==> src/rtl/srot_pkg.sv <==
package srot_pkg;
  typedef enum logic [2:0] {
    OP_LSL = 3'd0, OP_LSR = 3'd1, OP_ASL = 3'd2, OP_ASR = 3'd3,
    OP_ROL = 3'd4, OP_ROR = 3'd5, OP_RXL = 3'd6, OP_RXR = 3'd7
  } srotOp_e;

  typedef enum logic [1:0] {
    SZ_BYTE = 2'd0, SZ_WORD = 2'd1, SZ_LONG = 2'd2, SZ_LONG2 = 2'd3
  } srotSize_e;

  // strobes from control to datapath
  typedef struct packed {
    logic load;
    logic step;
  } srotCtl_t;
endpackage

==> src/rtl/srot_ctrl.sv <==
module srot_ctrl
  import srot_pkg::*;
#(
  parameter int CNT_W = 6,
  parameter int REG_W = 32
) (
  input  logic             clk,
  input  logic             rstN,
  input  logic             startReq,
  input  logic [2:0]       countImm,
  input  logic             countFromReg,
  input  logic [REG_W-1:0] countReg,
  output srotCtl_t         ctl,
  output logic [CNT_W-1:0] effCount,
  output logic             doneStb
);
  logic             busy;
  logic [CNT_W-1:0] remain;

  always_comb begin
    if (countFromReg) effCount = countReg[CNT_W-1:0];
    else if (countImm == 3'd0) effCount = CNT_W'(8);
    else effCount = CNT_W'(countImm);
  end

  always_comb begin
    ctl.load = startReq && !busy;
    ctl.step = busy;
  end

  always_ff @(posedge clk) begin
    if (!rstN) begin
      busy    <= 1'b0;
      remain  <= '0;
      doneStb <= 1'b0;
    end else begin
      doneStb <= 1'b0;
      if (ctl.load) begin
        if (effCount == '0) doneStb <= 1'b1;
        else begin
          busy   <= 1'b1;
          remain <= effCount;
        end
      end else if (busy) begin
        remain <= remain - 1'b1;
        if (remain == CNT_W'(1)) begin
          busy    <= 1'b0;
          doneStb <= 1'b1;
        end
      end
    end
  end


  done_pulse_chk: assert property (@(posedge clk) disable iff (!rstN)
    doneStb |=> !doneStb);

  zero_count_done_chk: assert property (@(posedge clk) disable iff (!rstN)
    (ctl.load && effCount == '0) |=> (doneStb && !busy));

  busy_count_chk: assert property (@(posedge clk) disable iff (!rstN)
    (busy && remain > CNT_W'(1)) |=> (busy && remain == $past(remain) - 1'b1));
endmodule

==> src/rtl/srot_datapath.sv <==
module srot_datapath
  import srot_pkg::*;
#(
  parameter int DATA_W = 32,
  parameter int CNT_W  = 6,
  parameter int COST_W = 8
) (
  input  logic              clk,
  input  logic              rstN,
  input  srotCtl_t          ctl,
  input  logic [2:0]        opSel,
  input  logic [1:0]        sizeSel,
  input  logic [CNT_W-1:0]  effCount,
  input  logic [DATA_W-1:0] dataIn,
  input  logic              xIn,
  output logic [DATA_W-1:0] result,
  output logic              xOut,
  output logic              nOut,
  output logic              zOut,
  output logic              vOut,
  output logic              cOut,
  output logic [COST_W-1:0] cycleCost
);
  localparam int BYTE_W = 8;
  localparam int WORD_W = 16;
  localparam int IDX_W  = $clog2(DATA_W);
  localparam logic [COST_W-1:0] BASE_SHORT = COST_W'(6);
  localparam logic [COST_W-1:0] BASE_LONG  = COST_W'(8);

  logic [DATA_W-1:0] dataReg, laneMask, lane, shifted, nextData, fillVec;
  logic [IDX_W-1:0]  msbIdx;
  logic              xReg, cReg, msbBit, lsbBit, fillBit, outBit, isLeft;
  srotOp_e           opReg;
  srotSize_e         sizeReg;

  always_comb begin
    case (sizeReg)
      SZ_BYTE: begin laneMask = DATA_W'({BYTE_W{1'b1}}); msbIdx = IDX_W'(BYTE_W-1); end
      SZ_WORD: begin laneMask = DATA_W'({WORD_W{1'b1}}); msbIdx = IDX_W'(WORD_W-1); end
      default: begin laneMask = '1;                       msbIdx = IDX_W'(DATA_W-1); end
    endcase
    lane   = dataReg & laneMask;
    msbBit = dataReg[msbIdx];
    lsbBit = dataReg[0];
    isLeft = !opReg[0];
    case (opReg)
      OP_ASR:          fillBit = msbBit;
      OP_ROL:          fillBit = msbBit;
      OP_ROR:          fillBit = lsbBit;
      OP_RXL, OP_RXR:  fillBit = xReg;
      default:         fillBit = 1'b0;
    endcase
    fillVec  = DATA_W'(fillBit) << msbIdx;
    shifted  = isLeft ? ((lane << 1) | DATA_W'(fillBit)) : ((lane >> 1) | fillVec);
    nextData = (dataReg & ~laneMask) | (shifted & laneMask);
    outBit   = isLeft ? msbBit : lsbBit;
  end

  always_ff @(posedge clk) begin
    if (!rstN) begin
      dataReg   <= '0;
      xReg      <= 1'b0;
      cReg      <= 1'b0;
      opReg     <= OP_LSL;
      sizeReg   <= SZ_BYTE;
      cycleCost <= '0;
    end else if (ctl.load) begin
      dataReg   <= dataIn;
      xReg      <= xIn;
      cReg      <= (opSel == OP_RXL || opSel == OP_RXR) ? xIn : 1'b0;
      opReg     <= srotOp_e'(opSel);
      sizeReg   <= srotSize_e'(sizeSel);
      cycleCost <= (sizeSel[1] ? BASE_LONG : BASE_SHORT) + (COST_W'(effCount) << 1);
    end else if (ctl.step) begin
      dataReg <= nextData;
      cReg    <= outBit;
      if (opReg != OP_ROL && opReg != OP_ROR) xReg <= outBit;
    end
  end

  assign result = dataReg;
  assign xOut   = xReg;
  assign cOut   = cReg;
  assign vOut   = 1'b0;
  assign nOut   = msbBit;
  assign zOut   = (lane == '0);


  upper_keep_chk: assert property (@(posedge clk) disable iff (!rstN)
    (ctl.step && sizeReg == SZ_BYTE) |=> (dataReg[DATA_W-1:BYTE_W] == $past(dataReg[DATA_W-1:BYTE_W])));

  rot_x_hold_chk: assert property (@(posedge clk) disable iff (!rstN)
    (ctl.step && (opReg == OP_ROL || opReg == OP_ROR)) |=> $stable(xReg));

  ring_entry_chk: assert property (@(posedge clk) disable iff (!rstN)
    (ctl.step && opReg == OP_RXL) |=> (dataReg[0] == $past(xReg)));

  left_cx_chk: assert property (@(posedge clk) disable iff (!rstN)
    (ctl.step && (opReg == OP_LSL || opReg == OP_ASL)) |=> (cReg == xReg && dataReg[0] == 1'b0));
endmodule

==> src/rtl/srot_unit.sv <==
module srot_unit
  import srot_pkg::*;
#(
  parameter int DATA_W = 32,
  parameter int CNT_W  = 6,
  parameter int COST_W = 8
) (
  input  logic              clk,
  input  logic              rstN,
  input  logic              startReq,
  input  logic [2:0]        opSel,
  input  logic [1:0]        sizeSel,
  input  logic [2:0]        countImm,
  input  logic              countFromReg,
  input  logic [DATA_W-1:0] countReg,
  input  logic [DATA_W-1:0] dataIn,
  input  logic              xIn,
  output logic [DATA_W-1:0] result,
  output logic              xOut,
  output logic              nOut,
  output logic              zOut,
  output logic              vOut,
  output logic              cOut,
  output logic              doneStb,
  output logic [COST_W-1:0] cycleCost
);
  srotCtl_t         ctl;
  logic [CNT_W-1:0] effCount;

  srot_ctrl #(.CNT_W(CNT_W), .REG_W(DATA_W)) i_ctrl (
    .clk(clk), .rstN(rstN), .startReq(startReq), .countImm(countImm),
    .countFromReg(countFromReg), .countReg(countReg), .ctl(ctl),
    .effCount(effCount), .doneStb(doneStb)
  );

  srot_datapath #(.DATA_W(DATA_W), .CNT_W(CNT_W), .COST_W(COST_W)) i_dp (
    .clk(clk), .rstN(rstN), .ctl(ctl), .opSel(opSel), .sizeSel(sizeSel),
    .effCount(effCount), .dataIn(dataIn), .xIn(xIn), .result(result),
    .xOut(xOut), .nOut(nOut), .zOut(zOut), .vOut(vOut), .cOut(cOut),
    .cycleCost(cycleCost)
  );
endmodule

==> config.mk <==
export PLATFORM = sky130hd
export DESIGN_NAME = srot_unit
export DESIGN_NICKNAME = d
export VERILOG_FILES = /design/src/rtl/srot_pkg.sv /design/src/rtl/srot_ctrl.sv /design/src/rtl/srot_datapath.sv /design/src/rtl/srot_unit.sv
export SDC_FILE = /design/constraint.sdc
export NUM_CORES = 1
export LEC_CHECK = 0
export ABC_AREA = 1
export BUFFER_PORTS_ARGS = -buffer_cell sky130_fd_sc_hd__buf_2
export CAP_MARGIN = 10
export CORE_UTILIZATION = 49
export CTS_CLUSTER_SIZE = 16
export DETAILED_ROUTE_END_ITERATION = 10
export GPL_TIMING_DRIVEN = 0
export PLACE_DENSITY = 0.9
export SLEW_MARGIN = 15
export SYNTH_ARGS = -nofsm -noshare
export SYNTH_HDL_FRONTEND = slang
export SYNTH_SLANG_ARGS = --single-unit
==> constraint.sdc <==
create_clock -name clk -period 1.9 [get_ports clk]
set_input_delay 0.19 -clock clk [delete_from_list [all_inputs] [get_ports clk]]
set_output_delay 0.19 -clock clk [all_outputs]
set_load 0.1 [all_outputs]
==> results.py <==
metrics = {
    "cells_and_area": {
        "fin_util_pct": 63.3,
        "nets": 664,
        "multi_input_area_um2": 1790,
        "n_fill_cell": 576,
        "final_area_um2": 3840,
        "drive_above_1_share_pct": 23.6,
        "synthToLayoutAreaGrowth_pct": 21.8,
        "regArea_um2": 1090,
        "num_antenna_cells": 0,
    },
    "worst_setup_path": {
        "worstSetupEndpointType": "primary output",
        "start_kind": "flop",
        "crit_chain": "nor2_4 -> inv_1 -> o21ai_0 -> o211ai_1 -> nor2_2 -> nand3_2 -> nor2_4 -> buf_12",
        "slowest_delay_ns": 0.36,
        "ff2ff_setup_slack_ns": 0.31,
        "cpMostUsedCell": "nor2_4",
        "path_delay_family": "simple AND/OR/NAND/NOR gates",
        "crit_buf_inv": 2,
        "cp.arrival_ns": 1.72,
        "r2r_end": "i_dp.result[7]$_SDFFE_PN0P_",
        "path_class": "reg -> out",
        "cp_max_fo": 4,
        "worst_path_max_delay_cell": "dfxtp_2",
        "reg2reg_from": "i_dp.sizeReg[1]$_SDFFE_PN0P_",
        "worst-r2r-cell-count": 9,
        "worstPathRequired_ns": 1.71,
    },
    "timing": {
        "rsz0062_at_grt": "yes",
        "finClkSkew_ns": 0.00990,
        "layout_setup_ws_ns": -0.0129,
        "post-route-min-period_ns": 1.91,
        "slew_violations": 0,
        "finalSetupViolCount": 1,
        "worst_pin_slew_ns": 0.556,
        "max_slew_margin_pct": 62.6,
        "finalHoldViolations": 0,
        "post-route-period-util_pct": 101,
        "max_freq_mhz": 523,
    },
    "floorplanning": {
        "die_w_um": 82.2,
        "io_pins": 123,
        "core-area_um2": 6060,
        "num_rows": 28,
        "die-height_um": 82.2,
        "die-area_um2": 6750,
        "initial_core_util_pct": 52.0,
    },
    "worst_hold_path": {
        "worstHoldStart": "sizeSel[0]",
        "min_to": "i_dp.sizeReg[0]$_SDFFE_PN0P_",
        "holdPathStages": 3,
        "min-delay-path-class": "in -> reg",
    },
    "outcome": {
        "outcome": "complete, but fails checks",
        "violations": "setup timing",
    },
    "power": {
        "ir_drop_uv": 497,
        "finalPower_mw": 3.41,
        "power.leakage_nw": 1.88,
        "power_density_nw_per_um2": 889,
    },
    "logic_synthesis": {
        "ys_top_cells_by_count": "149 x nand2_1, 54 x dfxtp_1, 39 x o21ai_0",
        "synth-simple-area-share_pct": 29.8,
        "yosysTopAreaCell": "dfxtp_1",
        "yosys.area_share.adder_pct": 2.62,
        "ys_warn_count": 0,
        "syn_avg_cell_area_um2": 6.56,
        "ys_seq_area_share_pct": 34.3,
        "syn_inst": 480,
        "synthFlopType": "dfxtp_1",
        "synth_area_um2": 3150,
        "synth_top_family_by_area": "simple AND/OR/NAND/NOR gates",
        "synthArstFlopShare_pct": 0,
        "synth_top_area_share_pct": 34.3,
        "synth-edff-count": 0,
        "synth_seq_cells": 54,
        "synth.mux.area_fraction_pct": 0,
        "synth-compound-area-share_pct": 22.6,
        "yosysMostFrequentCell": "nand2_1",
        "synth_xor_area_share_pct": 0.834,
        "ys_types": 39,
        "synthTopCellsByArea": "dfxtp_1 34%, nand2_1 18%, o21ai_0 6.2%, a21oi_1 5.7%, inv_1 4.4%",
    },
    "placement": {
        "hpwl_um": 7270,
        "placed_cell_area_um2": 3730,
        "io_buffers": 93,
        "place_congestion": 0.891,
    },
    "routing": {
        "vias_per_cell": 5.76,
        "drt_first_pass_iters": 5,
        "route.vias.total": 3776,
        "wl_per_cell_um": 14.8,
        "drtIter0Drc": 288,
        "antenna_left": 0,
        "drc": 0,
        "wl_um": 9680,
    },
    "cts": {
        "worst_setup_hold_path_clk_slew_ns": 0.09,
        "cts-buffers-inserted": 5,
        "cts_hold_buffers": 0,
        "htreeDepth": 2,
        "cts_root_buf": "clkbuf_8",
        "clkSinkCount": 54,
        "clk_path_buf_depth": 2,
        "insertion_delay_ns": 0.31,
        "cts_tree": "yes",
    },
    "global_route": {
        "grt_max_degree": 20,
        "gr-usage-met3_pct": 5.27,
        "globalRouteOverflowTotal": 0,
        "use_met1_pct": 34.1,
        "track_usage_pct": 29.3,
        "grt_pass1_wl_um": 15300,
        "use_met2_pct": 51.5,
        "first_global_vias": 3447,
        "busiest_layer": "met2",
        "antenna_found_initial": 0,
    },
    "job": {
        "maxCapViolations": 0,
    },
}
[how the worst max path moves through the flow]
stage | start | to | slack, ns | cells past startpoint
after floorplan | flop | zOut | -0.03 | 5
after global placement | i_dp.sizeReg[1]$_SDFFE_PN0P_ | zOut | 0.002 | 8
after detailed placement | i_dp.sizeReg[1]$_SDFFE_PN0P_ | zOut | -0.009 | 8
after CTS | i_dp.sizeReg[0]$_SDFFE_PN0P_ | zOut | 0.0003 | 8
after global routing | i_dp.sizeReg[0]$_SDFFE_PN0P_ | zOut | -0.06 | 8
final | i_dp.sizeReg[0]$_SDFFE_PN0P_ | zOut | -0.01 | 8
[kinds of logic (layout without fill, tap and decap cells)]
group                    Yosys count  in the layout
flip-flops                        54             54
XOR/XNOR                           3              3
AO/OA/AOI/OAI                    121            121
buffers and inverters             69            169
other                              1              2
adder cells (fa/ha/maj)            6              6
AND/OR/NAND/NOR                  226            226
[tightest hold or removal path, stage by stage]
cell	delay, ns
buf_2	0.08
nor2_1	0.03
nor2_1	0.08
[power breakdown]
group          switching [mW]  internal [mW]
sequential             0.0924           1.24
combinational            1.11          0.345
clock                   0.371          0.255
total                    1.57           1.84
[per-layer routing]
layer,vias to the layer above,part of all wire [%]
met2,220,49
met3,32,9.7
li1,1809,-
met1,1715,39
met4,0,2.5
met5,-,0
[layout make-up]
type / instances / share of cell area, %
clock buffers: 7 / 1.99
multi-input cells: 358 / 46.6
flip-flops and latches: 54 / 28.3
plain buffers: 25 / 3.69
inverters: 43 / 4.21
well taps: 75 / 2.45
repair buffers: 94 / 12.8
[layout by cell type (no fill, tap or decap), types with 6 or more instances in the layout]
cell	synthesis	final
nor2_1	36	34
o21ai_0	39	39
a31oi_1	20	20
buf_2	9	99
nand2_1	149	148
clkbuf_1	5	7
nand3_1	26	24
dfxtp_1	54	50
a21oi_1	36	36
o211ai_1	7	7
buf_4	6	7
inv_1	37	37
nand4_1	6	6
[stage by stage]
| stage | setup TNS [ns] | worst slack, ns | cells | hold WS [ns] |
|---|---|---|---|---|
| global placement | 0 | 0.00248 | 649 | 0.419 |
| detailed placement | -0.00891 | -0.00891 | 649 | 0.423 |
| CTS | 0 | 0.000264 | 656 | 0.106 |
| floorplan | -0.0348 | -0.0348 | 481 | 0.325 |
| global route | -0.0591 | -0.0591 | 656 | 0.100 |
| finish | -0.0129 | -0.0129 | 656 | 0.103 |
[repair_timing]
action                                  CTS  global route
buffers inserted                          1             0
pin swaps                                 2             1
gates resized for setup                   4             5
endpoints found under the setup margin    1             2
Note: power is estimated with default switching activity, not from simulation.
